## src/rtl/lcv_pkg.sv

```systemverilog
package lcv_pkg;
   // one received symbol, encoded as {negative, positive}
   typedef enum logic [1:0] {
      SYM_ZERO = 2'b00,
      SYM_POS  = 2'b01,
      SYM_NEG  = 2'b10,
      SYM_BOTH = 2'b11
   } lcv_sym_e;

   function automatic lcv_sym_e lcv_sym(input logic p, input logic n);
      return lcv_sym_e'({n, p});
   endfunction
endpackage

```

## src/rtl/lcv_zero_run.sv

```systemverilog
module lcv_zero_run
   import lcv_pkg::*;
#(
   parameter int HDB3_ZMAX = 3,
   parameter int AMI_ZMAX  = 15,
   localparam int ZSAT     = AMI_ZMAX + 1,
   localparam int ZW       = $clog2(ZSAT + 1)
) (
   input  logic          clk,
   input  logic          rst_n,
   input  logic          bit_en,
   input  lcv_sym_e      sym,
   input  logic          hdb3_en,
   output logic [ZW-1:0] zrun,
   output logic          exz_hit
);
   generate
      if (HDB3_ZMAX < 3 || HDB3_ZMAX >= AMI_ZMAX) begin : g_bad_thr
         $error("lcv_zero_run: need 3 <= HDB3_ZMAX < AMI_ZMAX");
      end
   endgenerate

   logic [ZW-1:0] thr;
   assign thr     = hdb3_en ? ZW'(HDB3_ZMAX) : ZW'(AMI_ZMAX);
   // this zero lengthens the run from thr to thr+1: first bit over the limit
   assign exz_hit = bit_en && (sym == SYM_ZERO) && (zrun == thr);

   always_ff @(posedge clk) begin
      if (!rst_n) begin
         zrun <= '0;
      end else if (bit_en) begin
         if (sym != SYM_ZERO)          zrun <= '0;
         else if (zrun != ZW'(ZSAT))   zrun <= zrun + 1'b1;
      end
   end
endmodule

```

## src/rtl/lcv_bpv_detect.sv

```systemverilog
module lcv_bpv_detect
   import lcv_pkg::*;
#(
   parameter int ZW = 5
) (
   input  logic          clk,
   input  logic          rst_n,
   input  logic          bit_en,
   input  lcv_sym_e      sym,
   input  logic          hdb3_en,
   input  logic [ZW-1:0] zrun,
   output logic          bpv
);
   logic have_p, last_neg, have_v, v_neg;
   logic is_pulse, pol_neg, same, legit;

   assign is_pulse = (sym == SYM_POS) || (sym == SYM_NEG);
   assign pol_neg  = (sym == SYM_NEG);
   assign same     = is_pulse && have_p && (pol_neg == last_neg);
   // a substitution closes 2 or 3 zeros after its partner and alternates with the previous one
   assign legit    = hdb3_en && ((zrun == ZW'(2)) || (zrun == ZW'(3)))
                     && (!have_v || (pol_neg != v_neg));
   assign bpv      = bit_en && ((sym == SYM_BOTH) || (same && !legit));

   always_ff @(posedge clk) begin
      if (!rst_n) begin
         have_p   <= 1'b0;
         last_neg <= 1'b0;
         have_v   <= 1'b0;
         v_neg    <= 1'b0;
      end else if (bit_en && is_pulse) begin
         have_p   <= 1'b1;
         last_neg <= pol_neg;
         if (same) begin
            have_v <= 1'b1;
            v_neg  <= pol_neg;
         end
      end
   end
endmodule

```

## src/rtl/lcv_counter.sv

```systemverilog
module lcv_counter #(
   parameter int CNT_W  = 16,
   parameter int BYTE_W = 8,
   localparam int NB    = CNT_W / BYTE_W,
   localparam int SELW  = (NB > 2) ? $clog2(NB) : 1
) (
   input  logic              clk,
   input  logic              rst_n,
   input  logic              inc,
   input  logic              wr_en,
   input  logic [SELW-1:0]   wr_sel,
   input  logic [BYTE_W-1:0] wr_data,
   input  logic              lsb_irq_en,
   input  logic              wrap_irq_en,
   output logic [CNT_W-1:0]  count,
   output logic              irq_lsb,
   output logic              irq_wrap
);
   localparam int STG_W = CNT_W - BYTE_W;

   logic [STG_W-1:0] stage;
   logic             commit, step;

   assign commit = wr_en && (wr_sel == SELW'(NB - 1));
   assign step   = inc && !commit;

   generate
      for (genvar k = 0; k < NB - 1; k++) begin : g_stage
         always_ff @(posedge clk) begin
            if (!rst_n)
               stage[k*BYTE_W +: BYTE_W] <= '0;
            else if (wr_en && wr_sel == SELW'(k))
               stage[k*BYTE_W +: BYTE_W] <= wr_data;
         end
      end
   endgenerate

   always_ff @(posedge clk) begin
      if (!rst_n) begin
         count    <= '0;
         irq_lsb  <= 1'b0;
         irq_wrap <= 1'b0;
      end else begin
         irq_lsb  <= step && lsb_irq_en;
         irq_wrap <= step && wrap_irq_en && (&count);
         if (commit)    count <= {wr_data, stage};
         else if (step) count <= count + 1'b1;
      end
   end
endmodule

```

## src/rtl/lcv_monitor.sv

```systemverilog
module lcv_monitor
   import lcv_pkg::*;
#(
   parameter int CNT_W     = 16,
   parameter int BYTE_W    = 8,
   parameter int HDB3_ZMAX = 3,
   parameter int AMI_ZMAX  = 15,
   localparam int NB       = CNT_W / BYTE_W,
   localparam int SELW     = (NB > 2) ? $clog2(NB) : 1,
   localparam int ZW       = $clog2(AMI_ZMAX + 2)
) (
   input  logic              clk,
   input  logic              rst_n,
   input  logic              bit_en,
   input  logic              rx_pos,
   input  logic              rx_neg,
   input  logic              hdb3_en,
   input  logic              exz_en,
   input  logic              oof_hold_en,
   input  logic              sync_lost,
   input  logic              wr_en,
   input  logic [SELW-1:0]   wr_sel,
   input  logic [BYTE_W-1:0] wr_data,
   input  logic              lsb_irq_en,
   input  logic              wrap_irq_en,
   output logic [CNT_W-1:0]  count,
   output logic              irq_lsb,
   output logic              irq_wrap
);
   generate
      if ((CNT_W % BYTE_W) != 0 || NB < 2) begin : g_bad_width
         $error("lcv_monitor: CNT_W must be a multiple of BYTE_W, at least two bytes");
      end
   endgenerate

   lcv_sym_e      sym;
   logic [ZW-1:0] zrun;
   logic          exz_hit, bpv, hold, inc;

   assign sym  = lcv_sym(rx_pos, rx_neg);
   assign hold = oof_hold_en && sync_lost;
   // violations only occur on pulse bits and zero-run hits on zero bits; OR merges to one step
   assign inc  = (bpv || (exz_en && exz_hit)) && !hold;

   lcv_zero_run #(.HDB3_ZMAX(HDB3_ZMAX), .AMI_ZMAX(AMI_ZMAX)) zrun_i (
      .clk(clk), .rst_n(rst_n), .bit_en(bit_en), .sym(sym),
      .hdb3_en(hdb3_en), .zrun(zrun), .exz_hit(exz_hit)
   );

   lcv_bpv_detect #(.ZW(ZW)) bpv_i (
      .clk(clk), .rst_n(rst_n), .bit_en(bit_en), .sym(sym),
      .hdb3_en(hdb3_en), .zrun(zrun), .bpv(bpv)
   );

   lcv_counter #(.CNT_W(CNT_W), .BYTE_W(BYTE_W)) cnt_i (
      .clk(clk), .rst_n(rst_n), .inc(inc), .wr_en(wr_en), .wr_sel(wr_sel),
      .wr_data(wr_data), .lsb_irq_en(lsb_irq_en), .wrap_irq_en(wrap_irq_en),
      .count(count), .irq_lsb(irq_lsb), .irq_wrap(irq_wrap)
   );
endmodule

```

## config.mk

```make
export PLATFORM = sky130hd
export DESIGN_NAME = lcv_monitor
export DESIGN_NICKNAME = d
export VERILOG_FILES = /design/src/rtl/lcv_pkg.sv /design/src/rtl/lcv_zero_run.sv /design/src/rtl/lcv_bpv_detect.sv /design/src/rtl/lcv_counter.sv /design/src/rtl/lcv_monitor.sv
export SDC_FILE = /design/constraint.sdc
export NUM_CORES = 1
export LEC_CHECK = 0
export BUFFER_PORTS_ARGS = -buffer_cell sky130_fd_sc_hd__buf_2
export CAP_MARGIN = 0
export CORE_UTILIZATION = 59
export DETAILED_ROUTE_END_ITERATION = 8
export PLACE_DENSITY = 0.82
export SYNTH_ARGS = -nofsm -noshare
export SYNTH_HDL_FRONTEND = slang
export SYNTH_SLANG_ARGS = --single-unit
```

## constraint.sdc

```tcl
create_clock -name clk -period 5 [get_ports clk]
set_input_delay 0.25 -clock clk [delete_from_list [all_inputs] [get_ports clk]]
set_output_delay 0.25 -clock clk [all_outputs]
set_load 0.02 [all_outputs]
```

==> results.toml <==
[run_status]
outcome = "complete, no violations"

[critical_path]
critical_path.startpoint = "zrun_i.zrun[0]$_SDFFE_PN0P_"
required_ns = 5.26
rr_worst_depth = 5
critPathLaunchType = "register"
crit_path_end_kind = "register"
r2r_start = "zrun_i.zrun[0]$_SDFFE_PN0P_"
reg2reg_to = "cnt_i.count[4]$_SDFFE_PN0P_"
cp_max_fo = 34
critical_path_class = "reg2reg"
cp-endpoint = "cnt_i.count[4]$_SDFFE_PN0P_"
ff2ff_setup_slack_ns = 2.49
worst_ep_arrival_time_ns = 2.77

[cts]
clock_latency_ns = 0.34
cts_inserted_buffers = 5
cts.path.max_buffers = 2
cts_resized = 0
cts-root-buf = "clkbuf_4"
cts_tree = "yes"
hold_buffers = 0
htreeDepth = 2
clkSinkCount = 35
cts_setup_buffers = 0
clkTransAtPathRegs_ns = 0.11

[power_and_ir_drop]
ir_drop_mv = 0.214
power.density_mw_per_mm2 = 267
pwr-share-clk = 0.306
p_leak_uw = 0.000837
combinationalPowerShare = 0.165
total_power_uw = 579
p_sw_frac = 0.291
p_int_uw = 411
switchingPower_uw = 169
seq_power_share = 0.529

[timing]
finalHoldViolations = 0
skew_ns = 0.00720
fin_setup_tns_ns = 0
setup_violations = 0
hold_slack_ns = 0.142
slew_violations = 0
rsz0062_at_grt = "false"
min_period_ns = 2.51
fmax_mhz = 399
fin_crit_sh = 0.501
tightest_slew_ns = 1.23
slew_headroom = 0.181

[logic_synthesis]
synth_top_area_share = 0.360
synth.area.top_cells = "dfxtp_1 (36%), nor2_1 (5.0%), ha_1 (4.5%)"
seq_area_frac_synth = 0.360
synth.most_common_cell = "dfxtp_1"
synth_area_mm2 = 0.00195
synth.distinct_cells = 41
synth_area_leader_cell = "dfxtp_1"
syn_inst = 233
ys_ff_latch = 35
async_reset_ff_frac = 0
synth_edf_count = 0
synth_common_cells = "dfxtp_1 (35), nor2_1 (26), nand2_1 (21)"
synth_nets = 261
ys.flop_type = "dfxtp_1"
avgSynthCellArea_um2 = 8.35
ys_warn_count = 0

[detailed_routing]
drt_pass1_iterations = 4
vias = 1801
via_per_inst = 5.85
drt-initial-drc-count = 142
detail-route-antenna-nets = 0
drc = 0
totalWireLength_um = 4360
avgRoutedWirePerCell_um = 14.1

[job]
cap_viol_max_count = 0

[worst_hold_path]
hold_path_class = "in2reg"

[floorplanning]
die-height_um = 59.4
die_w_um = 59.4
ios = 39
dieArea_mm2 = 0.00353
rows = 20
coreArea_mm2 = 0.00310
start_util = 0.627

[global_routing]
grt_pass1_wl_um = 7130
overflow = 0
grtUsageTotal = 0.269
grt_pass1_vias = 1587
grt_antenna_before_repair = 0
grt_max_degree = 35

[placed_design]
numPortBuffers = 38
hpwl_um = 3060
gp_congestion = 0.802

[layout]
drive_above_1_share = 0.205
finalNetCount = 291
areaGrowthSynthToFinish_pct = 11.6
n_antenna_cell = 0
==> how the worst min path moves through the flow <==
stage	startpoint	end	slack, ns	depth (start not counted)
after floorplan	lsb_irq_en	cnt_i.irq_lsb$_SDFF_PN0_	0.38	2
after global placement	bpv_i.have_p$_SDFFE_PN0P_	bpv_i.have_p$_SDFFE_PN0P_	0.44	2
after detailed placement	bpv_i.last_neg$_SDFFE_PN0P_	bpv_i.last_neg$_SDFFE_PN0P_	0.47	2
after CTS	wrap_irq_en	cnt_i.irq_wrap$_SDFF_PN0_	0.15	3
after global routing	wrap_irq_en	cnt_i.irq_wrap$_SDFF_PN0_	0.14	3
final	wrap_irq_en	cnt_i.irq_wrap$_SDFF_PN0_	0.14	3
==> flip-flops by register name, indices dropped and copies added, names as in the netlist <==
register        count
cnt_i.stage         8
bpv_i.have_p        1
bpv_i.have_v        1
cnt_i.irq_lsb       1
bpv_i.v_neg         1
cnt_i.count        16
cnt_i.irq_wrap      1
bpv_i.last_neg      1
zrun_i.zrun         5
==> layout make-up <==
class                   count  area, µm²
repair buffers             38        190
flip-flops and latches     35        701
inverters                   8       30.0
fillers                   296        932
well taps                  44       55.1
multi-input cells         175       1130
clock buffers               8       68.8
==> stage by stage <==
stage          setup slack, ns  instance area, µm²   util  std cells
2_1_floorplan             3.13                1950      -        233
3_3_place_gp              2.51                2100  0.677        300
3_5_place_dp              2.37                2100  0.677        300
4_1_cts                   2.51                2170  0.700        308
5_1_grt                   2.33                2170  0.700        308
6_report                  2.49                2170  0.700        308
==> power groups by stage <==
stage	combinational (µW)	sequential, µW	clock (µW)
global placement	92.7	312	0
detailed placement	95.1	313	0
floorplan	63.1	320	0
finish	95.7	306	177
CTS	95.3	306	177
global route	105	309	189
==> cells by family (layout without fill, tap and decap cells) <==
kind of cell | after synthesis | after routing | synth area share
adder cells (fa/ha/maj) | 7 | 7 | 0.0450
flip-flops | 35 | 35 | 0.360
AND/OR/NAND/NOR | 104 | 104 | 0.288
buffers and inverters | 23 | 54 | 0.0611
AO/OA/AOI/OAI | 50 | 50 | 0.177
multiplexers | 8 | 8 | 0.0412
XOR/XNOR | 6 | 6 | 0.0270
==> routing by layer <==
layer | up-vias | share of wire | track usage
met5 | - | 0 | 0
met4 | 0 | 0.0099 | 0.0850
met3 | 5 | 0.056 | 0.0633
met2 | 56 | 0.46 | 0.427
met1 | 832 | 0.47 | 0.360
li1 | 908 | - | -
==> critical path, stage by stage (launching register included) <==
cell and delay (ns):
dfxtp_1 0.36, ha_1 0.27, and4b_1 0.24, a221oi_4 1.05
o31ai_1 0.24, a311oi_2 0.27
==> cell usage in the layout (no fill, tap or decap) <==
master,synthesis,layout
a211oi_1,2,2
a21oi_1,6,6
a221oi_4,1,1
a22o_1,1,1
a311oi_2,1,1
a31oi_1,7,7
a41oi_1,1,1
and2_1,3,3
and3_1,4,4
and4_1,1,1
and4b_1,1,1
buf_2,1,38
clkbuf_1,10,1
clkbuf_4,0,5
clkbuf_8,0,2
dfxtp_1,35,35
ha_1,7,7
inv_1,8,8
mux2i_1,8,8
nand2_1,21,21
nand3_1,9,9
nand3b_1,1,1
nand4_1,7,7
nor2_1,26,26
nor2b_1,2,2
nor3_1,2,2
nor3_2,4,4
nor3b_1,2,2
nor4_1,8,8
nor4b_2,1,1
o21ai_0,16,16
o21ai_1,3,3
o221ai_2,1,1
o31a_1,4,4
o31ai_1,7,7
or2_2,1,1
or3_1,5,5
or4_1,6,6
xnor2_1,2,2
xor2_1,4,4
(Power assumes the default switching activity.)
